==> src/rtl/i2cmem_pkg.sv <==
// Package: shared constants and the transfer engine state type.
// Assumes 7-bit I2C addressing and byte-wide memory.
package i2cmem_pkg;
    localparam int I2C_AW = 7;

    typedef enum logic [2:0] {
        ST_IDLE,
        ST_ADDR,
        ST_HOLD,
        ST_AACK,
        ST_RX,
        ST_RXACK,
        ST_TX,
        ST_TXACK
    } eng_state_t;
endpackage

==> src/rtl/i2c_pin_sampler.sv <==
// Module: synchronises SCL/SDA into clk and derives edge, start and stop pulses.
// Assumes clk is several times faster than SCL.
module i2c_pin_sampler #(
    parameter int SYNC = 2
) (
    input  logic clk,
    input  logic rst_n,
    input  logic scl_i,
    input  logic sda_i,
    output logic sda_s,
    output logic scl_rise,
    output logic scl_fall,
    output logic start_p,
    output logic stop_p
);
    logic [SYNC-1:0] scl_ff;
    logic [SYNC-1:0] sda_ff;
    logic            scl_d;
    logic            sda_d;
    logic            scl_s;

    // Synchroniser chains plus one delayed copy; idle bus is high.
    always_ff @(posedge clk) begin
        if (!rst_n) begin
            scl_ff <= '1;
            sda_ff <= '1;
            scl_d  <= 1'b1;
            sda_d  <= 1'b1;
        end else begin
            scl_ff <= {scl_ff[SYNC-2:0], scl_i};
            sda_ff <= {sda_ff[SYNC-2:0], sda_i};
            scl_d  <= scl_ff[SYNC-1];
            sda_d  <= sda_ff[SYNC-1];
        end
    end

    // Edge and bus-condition decode.
    always_comb begin
        scl_s    = scl_ff[SYNC-1];
        sda_s    = sda_ff[SYNC-1];
        scl_rise = scl_s & ~scl_d;
        scl_fall = ~scl_s & scl_d;
        start_p  = scl_s & scl_d & sda_d & ~sda_s;
        stop_p   = scl_s & scl_d & ~sda_d & sda_s;
    end
endmodule

==> src/rtl/regfile_mem.sv <==
// Module: byte memory with a bus port (write + combinational read) and a
// local port (write + registered read). A bus write beats a same-cycle local
// write; the local read bypasses a same-cycle bus write to its location.
module regfile_mem #(
    parameter int DEPTH = 32,
    parameter int DW    = 8,
    localparam int AW   = $clog2(DEPTH)
) (
    input  logic          clk,
    input  logic          rst_n,
    input  logic          bus_we,
    input  logic [AW-1:0] bus_addr,
    input  logic [DW-1:0] bus_wdata,
    output logic [DW-1:0] bus_rdata,
    input  logic          cpu_we,
    input  logic [AW-1:0] cpu_addr,
    input  logic [DW-1:0] cpu_wdata,
    output logic [DW-1:0] cpu_rdata
);
    logic [DW-1:0] mem [DEPTH];

    // Storage: local write first, bus write last so it takes priority.
    always_ff @(posedge clk) begin
        if (!rst_n) begin
            for (int i = 0; i < DEPTH; i++) mem[i] <= '0;
        end else begin
            if (cpu_we) mem[cpu_addr] <= cpu_wdata;
            if (bus_we) mem[bus_addr] <= bus_wdata;
        end
    end

    // Local registered read with bus-write bypass.
    always_ff @(posedge clk) begin
        if (!rst_n) cpu_rdata <= '0;
        else if (bus_we && bus_addr == cpu_addr) cpu_rdata <= bus_wdata;
        else cpu_rdata <= mem[cpu_addr];
    end

    // Bus read path used when loading a byte to transmit.
    always_comb bus_rdata = mem[bus_addr];


    bus_wins_chk: assert property (@(posedge clk) disable iff (!rst_n)
        bus_we |=> mem[$past(bus_addr)] == $past(bus_wdata));

    rd_bypass_chk: assert property (@(posedge clk) disable iff (!rst_n)
        (bus_we && bus_addr == cpu_addr) |=> cpu_rdata == $past(bus_wdata));
endmodule

==> src/rtl/i2c_xfer_engine.sv <==
// Module: bit/byte transfer engine of the slave. Handles address compare
// (hardware or local), pointer loading, auto-ACKed writes and reads.
// Assumes synchronised edge pulses from i2c_pin_sampler.
module i2c_xfer_engine
    import i2cmem_pkg::*;
#(
    parameter int DEPTH = 32,
    parameter int DW    = 8,
    localparam int AW   = $clog2(DEPTH),
    localparam int CW   = $clog2(DW + 1)
) (
    input  logic              clk,
    input  logic              rst_n,
    input  logic              sda_s,
    input  logic              scl_rise,
    input  logic              scl_fall,
    input  logic              start_p,
    input  logic              stop_p,
    input  logic              hw_addr_en,
    input  logic [I2C_AW-1:0] own_addr,
    input  logic              cpu_ack_valid,
    input  logic              cpu_ack_accept,
    input  logic [DW-1:0]     mem_rdata,
    output logic              bus_we,
    output logic [AW-1:0]     bus_addr,
    output logic [DW-1:0]     bus_wdata,
    output logic              sda_oe,
    output logic              scl_oe,
    output logic              addr_irq,
    output logic [DW-1:0]     addr_byte,
    output logic              wr_done,
    output logic              stop_seen
);
    localparam logic [CW-1:0] BITS  = CW'(DW);
    localparam logic [CW-1:0] LASTB = CW'(DW - 1);

    eng_state_t    state;
    logic [CW-1:0] bitcnt;
    logic [DW-1:0] shreg;
    logic [DW-1:0] txreg;
    logic [AW-1:0] ptr;
    logic          ptr_phase;
    logic          rw;
    logic          m_ack;
    logic          active;
    logic          sda_oe_q;
    logic          scl_oe_q;
    logic          addr_irq_q;
    logic [DW-1:0] addr_byte_q;
    logic          wr_done_q;
    logic          stop_q;
    logic          byte_end;
    logic          addr_match;

    // Byte-boundary and address-match decode.
    always_comb begin
        byte_end   = scl_fall && bitcnt == BITS && !start_p && !stop_p;
        addr_match = shreg[DW-1:DW-I2C_AW] == own_addr;
        bus_we     = state == ST_RX && byte_end && !ptr_phase;
        bus_addr   = ptr;
        bus_wdata  = shreg;
    end

    // Main transfer state machine; stop and start override any state.
    always_ff @(posedge clk) begin
        if (!rst_n) begin
            state       <= ST_IDLE;
            bitcnt      <= '0;
            shreg       <= '0;
            txreg       <= '0;
            ptr         <= '0;
            ptr_phase   <= 1'b0;
            rw          <= 1'b0;
            m_ack       <= 1'b0;
            active      <= 1'b0;
            sda_oe_q    <= 1'b0;
            scl_oe_q    <= 1'b0;
            addr_irq_q  <= 1'b0;
            addr_byte_q <= '0;
            wr_done_q   <= 1'b0;
            stop_q      <= 1'b0;
        end else begin
            addr_irq_q <= 1'b0;
            wr_done_q  <= 1'b0;
            stop_q     <= 1'b0;
            if (stop_p) begin
                state    <= ST_IDLE;
                sda_oe_q <= 1'b0;
                scl_oe_q <= 1'b0;
                stop_q   <= active;
                active   <= 1'b0;
            end else if (start_p) begin
                state    <= ST_ADDR;
                bitcnt   <= '0;
                sda_oe_q <= 1'b0;
                scl_oe_q <= 1'b0;
            end else begin
                case (state)
                    ST_ADDR: begin
                        if (scl_rise) begin
                            shreg  <= {shreg[DW-2:0], sda_s};
                            bitcnt <= bitcnt + 1'b1;
                        end else if (byte_end) begin
                            rw <= shreg[0];
                            if (hw_addr_en) begin
                                if (addr_match) begin
                                    state     <= ST_AACK;
                                    sda_oe_q  <= 1'b1;
                                    active    <= 1'b1;
                                    ptr_phase <= ~shreg[0];
                                end else begin
                                    state <= ST_IDLE;
                                end
                            end else begin
                                state       <= ST_HOLD;
                                scl_oe_q    <= 1'b1;
                                addr_irq_q  <= 1'b1;
                                addr_byte_q <= shreg;
                            end
                        end
                    end
                    ST_HOLD: begin
                        if (cpu_ack_valid) begin
                            scl_oe_q <= 1'b0;
                            if (cpu_ack_accept) begin
                                state     <= ST_AACK;
                                sda_oe_q  <= 1'b1;
                                active    <= 1'b1;
                                ptr_phase <= ~rw;
                            end else begin
                                state <= ST_IDLE;
                            end
                        end
                    end
                    ST_AACK: begin
                        if (scl_fall) begin
                            bitcnt <= '0;
                            if (rw) begin
                                state    <= ST_TX;
                                txreg    <= mem_rdata;
                                sda_oe_q <= ~mem_rdata[DW-1];
                            end else begin
                                state    <= ST_RX;
                                sda_oe_q <= 1'b0;
                            end
                        end
                    end
                    ST_RX: begin
                        if (scl_rise) begin
                            shreg  <= {shreg[DW-2:0], sda_s};
                            bitcnt <= bitcnt + 1'b1;
                        end else if (byte_end) begin
                            state    <= ST_RXACK;
                            sda_oe_q <= 1'b1;
                            if (ptr_phase) begin
                                ptr       <= shreg[AW-1:0];
                                ptr_phase <= 1'b0;
                            end else begin
                                ptr       <= ptr + 1'b1;
                                wr_done_q <= 1'b1;
                            end
                        end
                    end
                    ST_RXACK: begin
                        if (scl_fall) begin
                            state    <= ST_RX;
                            sda_oe_q <= 1'b0;
                            bitcnt   <= '0;
                        end
                    end
                    ST_TX: begin
                        if (scl_fall) begin
                            if (bitcnt == LASTB) begin
                                state    <= ST_TXACK;
                                sda_oe_q <= 1'b0;
                                ptr      <= ptr + 1'b1;
                            end else begin
                                txreg    <= {txreg[DW-2:0], 1'b0};
                                sda_oe_q <= ~txreg[DW-2];
                                bitcnt   <= bitcnt + 1'b1;
                            end
                        end
                    end
                    ST_TXACK: begin
                        if (scl_rise) begin
                            m_ack <= ~sda_s;
                        end else if (scl_fall) begin
                            if (m_ack) begin
                                state    <= ST_TX;
                                bitcnt   <= '0;
                                txreg    <= mem_rdata;
                                sda_oe_q <= ~mem_rdata[DW-1];
                            end else begin
                                state <= ST_IDLE;
                            end
                        end
                    end
                    default: state <= ST_IDLE;
                endcase
            end
        end
    end

    // Output drive from registered state.
    always_comb begin
        sda_oe    = sda_oe_q;
        scl_oe    = scl_oe_q;
        addr_irq  = addr_irq_q;
        addr_byte = addr_byte_q;
        wr_done   = wr_done_q;
        stop_seen = stop_q;
    end


    no_hw_stall_chk: assert property (@(posedge clk) disable iff (!rst_n)
        $rose(scl_oe_q) |-> !hw_addr_en);

    hold_until_answer_chk: assert property (@(posedge clk) disable iff (!rst_n)
        (scl_oe_q && !cpu_ack_valid) |=> scl_oe_q);

    data_acked_chk: assert property (@(posedge clk) disable iff (!rst_n)
        bus_we |=> sda_oe_q);

    ptr_step_chk: assert property (@(posedge clk) disable iff (!rst_n)
        bus_we |=> ptr == AW'($past(ptr) + 1));

    nack_release_chk: assert property (@(posedge clk) disable iff (!rst_n)
        (state == ST_TXACK && scl_fall && !m_ack && !start_p && !stop_p)
        |=> (state == ST_IDLE && !sda_oe_q));
endmodule

==> src/rtl/i2c_regfile_slave.sv <==
// Module: top of the pointer-addressed I2C slave with a shared byte memory.
// Assumes open-drain pads outside: *_oe=1 pulls the line low.
module i2c_regfile_slave
    import i2cmem_pkg::*;
#(
    parameter int DEPTH = 32,
    parameter int DW    = 8,
    parameter int SYNC  = 2,
    localparam int AW   = $clog2(DEPTH)
) (
    input  logic              clk,
    input  logic              rst_n,
    input  logic              scl_i,
    input  logic              sda_i,
    output logic              sda_oe,
    output logic              scl_oe,
    input  logic              hw_addr_en,
    input  logic [I2C_AW-1:0] own_addr,
    output logic              addr_irq,
    output logic [DW-1:0]     addr_byte,
    input  logic              cpu_ack_valid,
    input  logic              cpu_ack_accept,
    input  logic [AW-1:0]     cpu_addr,
    input  logic              cpu_we,
    input  logic [DW-1:0]     cpu_wdata,
    output logic [DW-1:0]     cpu_rdata,
    output logic              wr_done,
    output logic              stop_seen
);
    logic          sda_s;
    logic          scl_rise;
    logic          scl_fall;
    logic          start_p;
    logic          stop_p;
    logic          bus_we;
    logic [AW-1:0] bus_addr;
    logic [DW-1:0] bus_wdata;
    logic [DW-1:0] bus_rdata;

    i2c_pin_sampler #(.SYNC(SYNC)) u_sampler (
        .clk      (clk),
        .rst_n    (rst_n),
        .scl_i    (scl_i),
        .sda_i    (sda_i),
        .sda_s    (sda_s),
        .scl_rise (scl_rise),
        .scl_fall (scl_fall),
        .start_p  (start_p),
        .stop_p   (stop_p)
    );

    i2c_xfer_engine #(.DEPTH(DEPTH), .DW(DW)) u_engine (
        .clk            (clk),
        .rst_n          (rst_n),
        .sda_s          (sda_s),
        .scl_rise       (scl_rise),
        .scl_fall       (scl_fall),
        .start_p        (start_p),
        .stop_p         (stop_p),
        .hw_addr_en     (hw_addr_en),
        .own_addr       (own_addr),
        .cpu_ack_valid  (cpu_ack_valid),
        .cpu_ack_accept (cpu_ack_accept),
        .mem_rdata      (bus_rdata),
        .bus_we         (bus_we),
        .bus_addr       (bus_addr),
        .bus_wdata      (bus_wdata),
        .sda_oe         (sda_oe),
        .scl_oe         (scl_oe),
        .addr_irq       (addr_irq),
        .addr_byte      (addr_byte),
        .wr_done        (wr_done),
        .stop_seen      (stop_seen)
    );

    regfile_mem #(.DEPTH(DEPTH), .DW(DW)) u_mem (
        .clk       (clk),
        .rst_n     (rst_n),
        .bus_we    (bus_we),
        .bus_addr  (bus_addr),
        .bus_wdata (bus_wdata),
        .bus_rdata (bus_rdata),
        .cpu_we    (cpu_we),
        .cpu_addr  (cpu_addr),
        .cpu_wdata (cpu_wdata),
        .cpu_rdata (cpu_rdata)
    );
endmodule

==> config.mk <==
export PLATFORM = sky130hd
export DESIGN_NAME = i2c_regfile_slave
export DESIGN_NICKNAME = d
export VERILOG_FILES = /design/src/rtl/i2cmem_pkg.sv /design/src/rtl/i2c_pin_sampler.sv /design/src/rtl/regfile_mem.sv /design/src/rtl/i2c_xfer_engine.sv /design/src/rtl/i2c_regfile_slave.sv
export SDC_FILE = /design/constraint.sdc
export NUM_CORES = 1
export LEC_CHECK = 0
export CAP_MARGIN = 20
export CORE_MARGIN = 2
export CORE_UTILIZATION = 45
export CTS_CLUSTER_DIAMETER = 40
export CTS_CLUSTER_SIZE = 14
export DETAILED_ROUTE_END_ITERATION = 6
export DONT_BUFFER_PORTS = 1
export GPL_ROUTABILITY_DRIVEN = 1
export PLACE_DENSITY = 0.57
export SLEW_MARGIN = 20
export SYNTH_ARGS = -nofsm -noshare
export SYNTH_HDL_FRONTEND = slang
export SYNTH_SLANG_ARGS = --single-unit
export TNS_END_PERCENT = 50
==> constraint.sdc <==
create_clock -name clk -period 4.8 [get_ports clk]
set_input_delay 0.96 -clock clk [delete_from_list [all_inputs] [get_ports clk]]
set_output_delay 0.96 -clock clk [all_outputs]
set_load 0.005 [all_outputs]
==> impl_metrics.ini, run 1 <==
[global_routing]
grtUsageTotal_pct = 30.3
grt_max_degree = 70
grt_pass1_vias = 14300
grt.overflow.total = 0
grt_antenna_before_repair = 2
grt_first_pass_wirelength_um = 101000

[power]
vdd_drop_max_uv = 248
total_power_w = 0.00754
pwr_density_cell_nw_per_um2 = 352
p_leak_nw = 6.92

[worst_hold_path]
min_delay_path_class = flop to flop
min_delay_path_depth = 1

[floorplanning]
top_level_port_count = 49
floorplan.rows = 77
start_util_pct = 45.5
floorplan.die.height_um = 215
die_area_um2 = 46300
placeableCoreArea_um2 = 44100
die-width_um = 215

[final_layout]
multi_input_comb_area_um2 = 9690
area_growth_pct = 6.89
num-fill-cells = 3987
utilization_pct = 48.6
nNetsFinal = 1857
final-seq-area_um2 = 8970
drive_above_1_share_pct = 19.1

[critical_path]
worstPathMaxFanout = 35
worst-path-buf-inv = 1
type_of_element_capturing_the_critical_path = flop
cells_traversed_along_the_worst_timing_path = nor2b_1, nand3_4, nor4_4, buf_4, and3_1, or3_1
timing.critical_path.depth = 6
cp.arrival_ns = 3.58
critical_path.top_delay_family = simple AND/OR/NAND/NOR gates
worstSetupPathType = flop to flop
timing.critical_path.slowest_stage_cell = and3_1
cp_data_required_time_ns = 5.06
crit_path_max_incr_delay_ns = 0.70
critical_path.startpoint_type = flop
rr_worst_depth = 6

[route]
drc = 0
drt_iter0_markers = 2399
top_metal_used = met4
met1_length_um = 27400
avgRoutedWirePerCell_um = 28.4
firstDrtPassIters = 6
vias = 15700
via_to_cell_ratio = 6.36
wl_met3_um = 8040
ant_nets = 0
routed-wl-met2_um = 30600
drt-total-wl_um = 70000

[clock_tree]
cts_resized = 0
clockRootBuffer = clkbuf_16
htreeDepth = 2
cts.sink_count = 319
worst_skew_pair.late_latency_ns = 0.62
cts.clk_slew.worst_paths_ns = 0.06
max_root_sink_buffers = 3
tritoncts.num_buffers = 53
post_cts.repair.setup_buffers = 0
holdBufCountCts = 0
cts_tree = built

[timing]
holdWs_ns = 0.424
clock.fmax_ghz = 0.301
clock_skew_ns = 0.0379
layout_min_cycle_time_ns = 3.32
final_max_slew_viol_count = 0
relSlewSlack_pct = 25.9
worst_pin_slew_ns = 1.11
setup-tns-final_ns = 0
rsz_0062_raised_after_global_routing = no
fin_crit_sh_pct = 69.2
final_count_of_negative_setup_slack_endpoints = 0
hold_viol_final = 0

[logic_synthesis]
postSynth.asyncResetShare_pct = 0
post-synth-top-area-fraction_pct = 38.3
synth.yosys.warnings = 0
synthSimpleGateAreaFrac_pct = 17.6
ys_seq_elements = 319
synth.mux.area_fraction_pct = 16.4
synth-main-ff-cell = edfxtp_1
mappedNetlistNets = 1986
yosysSeqAreaShare_pct = 44.6
synth_enable_flop_cells = 256
post-synth-top-area-cell = edfxtp_1
synth.cells.most_frequent = 549 x nand2_1, 256 x edfxtp_1, 156 x o21ai_1
synth_adder_area_share_pct = 0.474
synth_top_family_by_area = simple AND/OR/NAND/NOR gates
synth_compound_area_share_pct = 13.2
netlist_instances = 1952
synth_most_common_cell = nand2_1
synthXorXnorAreaFrac_pct = 0.567
synth_top_cells_by_area = edfxtp_1 38%, mux4_2 14%, nand2_1 10%
yosys.cell_types.count = 69
mappedNetlistArea_um2 = 20100
syn-mean-instance-area_um2 = 10.3

[placed_design]
hpwl_um = 43600
port_buffers = 0
finalWeightedCongestion = 0.960

[flow_run]
maxCapViolCount = 0

[status]
status = complete, no violations
[logic make-up after synthesis]
kind of cell	count (synthesis)
adder cells (fa/ha/maj)	8
multiplexers	171
buffers and inverters	215
AND/OR/NAND/NOR	814
XOR/XNOR	13
flip-flops	319
AO/OA/AOI/OAI	412
[final cells by class]
type	count	area share [%]
Tap cell	592	3.45
Timing Repair Buffer	18	0.630
Clock inverter	36	1.94
Clock buffer	64	6.76
Inverter	13	0.233
Antenna cell	3	0.0350
Sequential cell	319	41.8
Multi-Input combinational cell	1418	45.2
[state kept, by name (all words and copies together) (netlist names), named ones only]
name                cells
u_mem.mem             256
u_engine.addr_byte      8
u_engine.bus_wdata      8
u_mem.cpu_rdata         8
u_engine.txreg          7
u_engine.bus_addr       5
u_engine.bitcnt         4
u_engine.state          3
u_sampler.scl_ff        2
u_sampler.sda_ff        2
u_engine.active         1
u_engine.addr_irq       1
u_engine.m_ack          1
u_engine.ptr_phase      1
u_engine.rw             1
u_engine.scl_oe         1
u_engine.sda_oe         1
u_engine.stop_seen      1
u_engine.wr_done        1
u_sampler.scl_d         1
u_sampler.sda_d         1
[final timing paths]
path,start,slack [ns],end
worst min-delay path,u_sampler.sda_ff[0],0.42,u_sampler.sda_ff[1]
worst min register to register,u_sampler.sda_ff[0],0.42,u_sampler.sda_ff[1]
worst max-delay path,u_sampler.scl_d,1.48,u_mem.mem[10][7]
worst max register to register,u_sampler.scl_d,1.48,u_mem.mem[10][7]
[where the power goes]
group | total, W | switching (W) | internal (W)
logic | 0.000380 | 0.000195 | 0.000185
clock network | 0.00393 | 0.00150 | 0.00243
registers | 0.00324 | 0.000116 | 0.00312
total | 0.00754 | 0.00181 | 0.00574
[per-stage QoR]
step	cells	setup WS, ns	instance area (um^2)
floorplan	1952	1.95	20100
global placement	2360	1.63	19600
detailed placement	2360	1.58	19600
CTS	2460	1.55	21500
global route	2460	1.33	21500
finish	2463	1.48	21500
[placed cells by master (no fill, tap or decap), drive strengths merged, types with 4 or more instances in the layout]
cell	n
nor3b	5
xor2	8
mux4	126
a22o	8
clkinv	13
a211oi	9
nor2	82
o211ai	4
and3	42
clkbuf	64
or3	38
dfxtp	63
a22oi	18
ha	6
nand2b	18
bufinv	4
o221ai	4
nor4	4
nand4	5
nand3b	4
edfxtp	256
mux2i	37
and2	4
nor2b	6
nand3	19
nor3	18
buf	18
nand2	557
o21ai	283
and3b	4
clkinvlp	4
a21oi	41
mux2	8
xnor2	5
inv	28
o22ai	10
a221oi	12
a31oi	4
[layer usage]
metal,global-route usage (%),up-vias
met4,14.5,0
met5,0,-
li1,-,6852
met2,45.1,1012
met3,7.06,233
met1,41.8,7563
Note: power is estimated with default switching activity, not from simulation.
==> inputs of run 2 (changes only) <==
Clock period 4.8 ns to 3.2 ns, I/O delays scaled along.
==> run 2 against run 1 <==
Combinational power up 54%. Die area unchanged. Sequential power rose by 50%. Worst setup slack worse by 0.90 ns. Critical path type unchanged. Cell area is 3.1% higher. Clock power is 53% higher. Largest power group unchanged. Fmax rose by 27%. Register-to-register slack worse by 0.90 ns.
==> impl_metrics.ini, run 2 (synthesis results as in run 1) <==
[floorplanning]
floorplan.die.height_um = 215
die_area_um2 = 46300
top_level_port_count = 49
start_util_pct = 45.5
die-width_um = 215
floorplan.rows = 77
placeableCoreArea_um2 = 44100

[clock_tree]
tritoncts.num_buffers = 54
max_root_sink_buffers = 3
cts_tree = built
htreeDepth = 2
clockRootBuffer = clkbuf_16
holdBufCountCts = 0
cts.sink_count = 319
post_cts.repair.setup_buffers = 0
worst_skew_pair.late_latency_ns = 0.63
cts_resized = 0
cts.clk_slew.worst_paths_ns = 0.06

[power]
pwr_density_cell_nw_per_um2 = 519
share_comb_of_total_power_pct = 5.1
swShare_pct = 24.8
p_sw_w = 0.00285
vdd_drop_max_uv = 505
power.clock.fraction_pct = 52.6
p_leak_nw = 7.37
internal_power_w = 0.00863
pwr-share-seq_pct = 42.3

[global_routing]
grt_busiest_layer = met2
grt_first_pass_wirelength_um = 103000
grt_pass1_vias = 15100
grt_util_met2_pct = 47.3
grt.overflow.total = 0
grt_util_met1_pct = 41.8
gr-usage-met3_pct = 5.24
grt_antenna_before_repair = 1
grtUsageTotal_pct = 30.5
grt_max_degree = 70

[worst_hold_path]
worst_hold_startpoint = hw_addr_en
min_delay_path_depth = 1
min_delay_path_class = input port to flop

[final_layout]
num-fill-cells = 4052
drive_above_1_share_pct = 22.4
layout.cells.most_common = nand2_1
largest-register = u_mem.mem
largest_reg_flops = 256
post-route-cell-area_um2 = 22100
final_cells = 2541
area_growth_pct = 10.2
nNetsFinal = 1936
mostFrequentLayoutCells = 549 x nand2_1, 256 x edfxtp_1, 156 x o21ai_1

[timing]
clock_skew_ns = 0.0341
hold_viol_final = 0
relSlewSlack_pct = 38.2
final_max_slew_viol_count = 0
layout_min_cycle_time_ns = 2.62
fin_crit_sh_pct = 81.8
worst_pin_slew_ns = 0.925
final_count_of_negative_setup_slack_endpoints = 0
clock.fmax_ghz = 0.382
rsz_0062_raised_after_global_routing = no
setup-tns-final_ns = 0

[status]
status = complete, no violations

[critical_path]
worstPathMaxFanout = 31
rr_worst_depth = 6
cp.arrival_ns = 3.13
critical_path.startpoint_type = flop
cp_data_required_time_ns = 3.71
worstSetupPathType = flop to flop
type_of_element_capturing_the_critical_path = flop

[route]
drt_iter0_markers = 2216
ant_nets = 0
drt-total-wl_um = 70400
vias = 15900
drc = 0
firstDrtPassIters = 6
via_to_cell_ratio = 6.27
avgRoutedWirePerCell_um = 27.7

[flow_run]
maxCapViolCount = 0

[placed_design]
hpwl_um = 46300
finalWeightedCongestion = 0.949
port_buffers = 0
postPlaceCellArea_um2 = 20200
place_inst = 2438
==> run 2: cell types whose count changed in the layout (fill, tap and decap cells not counted), sizes merged <==
cell	before	now
buf	18	96
diode	3	1
inv	28	30
clkinvlp	4	3
clkbuf	64	65
==> run 2: area by class of cell <==
type                            instances  area [um^2]  share of cell area (%)
Antenna cell                            1         2.50                  0.0113
Clock buffer                           65         1430                    6.48
Clock inverter                         37          494                    2.23
Inverter                               13         48.8                   0.221
Multi-Input combinational cell       1418         9690                    43.8
Sequential cell                       319         8970                    40.5
Tap cell                              592          741                    3.35
Timing Repair Buffer                   96          746                    3.37
==> run 2: worst paths after layout <==
check                                           end  slack, ns
worst min register to register  u_sampler.scl_ff[1]       0.42
worst max register to register    u_engine.txreg[1]       0.58
worst max-delay path              u_engine.txreg[1]       0.58
worst min-delay path              u_engine.addr_irq       0.08
==> run 2: critical path, cell delays in order (launching register included) <==
cell and delay, ns:
dfxtp_4 0.75, buf_12 0.31, mux4_2 0.55, mux2i_1 0.32, o32ai_1 0.17, nor4_1 0.27, nor2_1 0.08
==> run 2: per-stage QoR <==
| step | util, % | setup slack, ns | total power [W] | hold slack [ns] |
|---|---|---|---|---|
| final | 50.1 | 0.582 | 0.0115 | 0.0830 |
| after global routing | 50.1 | 0.443 | 0.0117 | 0.0759 |
| after CTS | 50.1 | 0.611 | 0.0115 | 0.0605 |
| after detailed placement | 45.8 | 0.627 | 0.00550 | 0.401 |
| after global placement | 45.8 | 0.679 | 0.00549 | 0.402 |
| after floorplan | - | 0.672 | 0.00531 | 0.386 |
==> run 2: layer usage <==
layer  routed length, um  up-vias
met3                6310      196
met1               28400     7805
met5                  13        -
li1                    -     7022
met2               32200      905
met4                3460        2
==> run 2: power groups by stage <==
| stage | Combinational, W | Sequential [W] | Clock [W] |
|---|---|---|---|
| after floorplan | 0.000496 | 0.00481 | 0 |
| after detailed placement | 0.000573 | 0.00493 | 0 |
| after CTS | 0.000576 | 0.00484 | 0.00610 |
| final | 0.000585 | 0.00485 | 0.00603 |
| after global placement | 0.000569 | 0.00492 | 0 |
| after global routing | 0.000610 | 0.00486 | 0.00627 |
==> inputs of run 3 (changes only) <==
Settings changed: PLACE_DENSITY 0.57 to 0.59.
Clock period 3.2 ns to 2.15 ns, I/O delays scaled along.
==> run 3 against run 2 <==
The run now ends with setup timing left. Fmax up 12%. Clock skew shrank 0.011 ns. Total power grew 55%. Non-clock buffer count rose by 112. Worst setup slack lost 0.77 ns. Largest cell class unchanged. Largest power group unchanged.
==> impl_metrics.ini, run 3 (synthesis results as in run 1) <==
[route]
wl_met3_um = 8840
routed-wl-met2_um = 33400
avgRoutedWirePerCell_um = 27.8
met1_length_um = 27700
via_to_cell_ratio = 6.32
drt-total-wl_um = 73800
vias = 16800
top_metal_used = met5
drc = 0
drt_iter0_markers = 2105
firstDrtPassIters = 6
ant_nets = 0

[critical_path]
cp_data_required_time_ns = 2.49
cp.arrival_ns = 2.68
worstPathMaxFanout = 8
type_of_element_capturing_the_critical_path = flop
worstSetupPathType = flop to flop
critical_path.startpoint_type = flop

[clock_tree]
cts.clk_slew.worst_paths_ns = 0.06
worst_skew_pair.late_latency_ns = 0.63
cts_tree = built
cts.sink_count = 319
tritoncts.num_buffers = 57
htreeDepth = 2
max_root_sink_buffers = 3
clockRootBuffer = clkbuf_16

[power]
pwr_density_cell_nw_per_um2 = 728
p_leak_nw = 8.33
vdd_drop_max_uv = 626

[global_routing]
grt_antenna_before_repair = 1
grt_first_pass_wirelength_um = 103000
grt_pass1_vias = 15600
grt_max_degree = 70
grtUsageTotal_pct = 30.7
grt.overflow.total = 0

[final_layout]
final_cells = 2656
area_growth_pct = 21.6
largest-register = u_mem.mem
antenna-diode-count = 0
num-fill-cells = 3777
nNetsFinal = 2051
layout.cells.most_common = nand2_1
largest_reg_flops = 256
mostFrequentLayoutCells = 514 x nand2_1, 256 x edfxtp_1, 127 x buf_4
drive_above_1_share_pct = 34.4

[floorplanning]
placeableCoreArea_um2 = 44100
die_area_um2 = 46300
die-width_um = 215
start_util_pct = 45.5
floorplan.rows = 77
floorplan.die.height_um = 215
top_level_port_count = 49

[timing]
rsz_0062_raised_after_global_routing = yes
setup-tns-final_ns = -37.37
final_count_of_negative_setup_slack_endpoints = 418
layout_setup_ws_ns = -0.193
clock.fmax_ghz = 0.427
final_max_slew_viol_count = 0
holdWs_ns = 0.0296
fin_crit_sh_pct = 109
worst_pin_slew_ns = 1.15
layout_min_cycle_time_ns = 2.34
hold_viol_final = 0
clock_skew_ns = 0.0227
relSlewSlack_pct = 23.1

[placed_design]
port_buffers = 0
hpwl_um = 46800
place_inst = 2519
finalWeightedCongestion = 0.990
preCtsSetupSlack_ns = -0.0977

[status]
violations = setup timing
status = complete, but fails checks

[worst_hold_path]
min_delay_path_class = input port to flop

[flow_run]
maxCapViolCount = 0
run 3: changes by cell type in the layout (fill, tap and decap cells not counted), moves of 24 or more:
| cell | previous run | this run |
|---|---|---|
| nand2_2 | 8 | 39 |
| buf_4 | 94 | 127 |
| buf_6 | 0 | 25 |
| o21ai_2 | 85 | 124 |
| o21ai_1 | 156 | 126 |
| or3_4 | 0 | 27 |
| nand2_1 | 549 | 514 |
| buf_12 | 2 | 26 |
| or3_1 | 38 | 11 |
run 3: through the flow:
| stage | util, % | cell area [um^2] | total power, W |
|---|---|---|---|
| after floorplan | - | 20200 | 0.00791 |
| after global placement | 47.9 | 21200 | 0.00823 |
| after detailed placement | 47.9 | 21200 | 0.00825 |
| after CTS | 53.1 | 23400 | 0.0178 |
| after global routing | 55.3 | 24400 | 0.0182 |
| final | 55.3 | 24400 | 0.0178 |
run 3: per-layer routing:
layer	global-route usage, %	up-vias
li1	-	7273
met1	38.6	8182
met2	47.3	1102
met3	9.33	216
met4	16.9	2
met5	0	-
run 3: power breakdown:
group | internal [W] | switching, W | total [W]
sequential | 0.00696 | 0.000240 | 0.00720
clock | 0.00586 | 0.00369 | 0.00954
combinational | 0.000513 | 0.000508 | 0.00102
run 3: path summary, 6_finish.rpt:
path | startpoint | end | slack, ns | cells after the start
max | u_engine.bitcnt[1] | u_mem.mem[15][4] | -0.19 | 10
min | rst_n | u_engine.txreg[3] | 0.03 | 2
max reg2reg | u_engine.bitcnt[1] | u_mem.mem[15][4] | -0.19 | 10
min reg2reg | u_sampler.sda_ff[0] | u_sampler.sda_ff[1] | 0.41 | 1
run 3: final cells by class:
| cell class | instances | area [um^2] | area share (%) |
|---|---|---|---|
| clock buffer | 58 | 1430 | 5.86 |
| timing repair buffer | 208 | 2270 | 9.31 |
| inverter | 13 | 48.8 | 0.200 |
| clock inverter | 48 | 599 | 2.46 |
| multi-input combinational | 1418 | 10300 | 42.4 |
| sequential | 319 | 8970 | 36.7 |
| tap | 592 | 741 | 3.03 |
run 3: worst max-delay path: stages, from the launching register on:
cell and delay (ns):
dfxtp_2 0.32, inv_2 0.08, ha_4 0.14, and3b_2 0.22, nand3_4 0.10, nor4_4 0.26, buf_4 0.24, clkbuf_16 0.20
and3_4 0.24, or3_4 0.15, buf_6 0.11
run 3: repair_timing:
action | CTS | global route
gates resized for setup | 31 | 203
gates cloned | 1 | 19
setup endpoints to repair | 253 | 531
hold buffers | 4 | 0
buffers inserted | 4 | 6
pin swaps | 4 | 86
endpoints found under the hold margin | 27 | 0
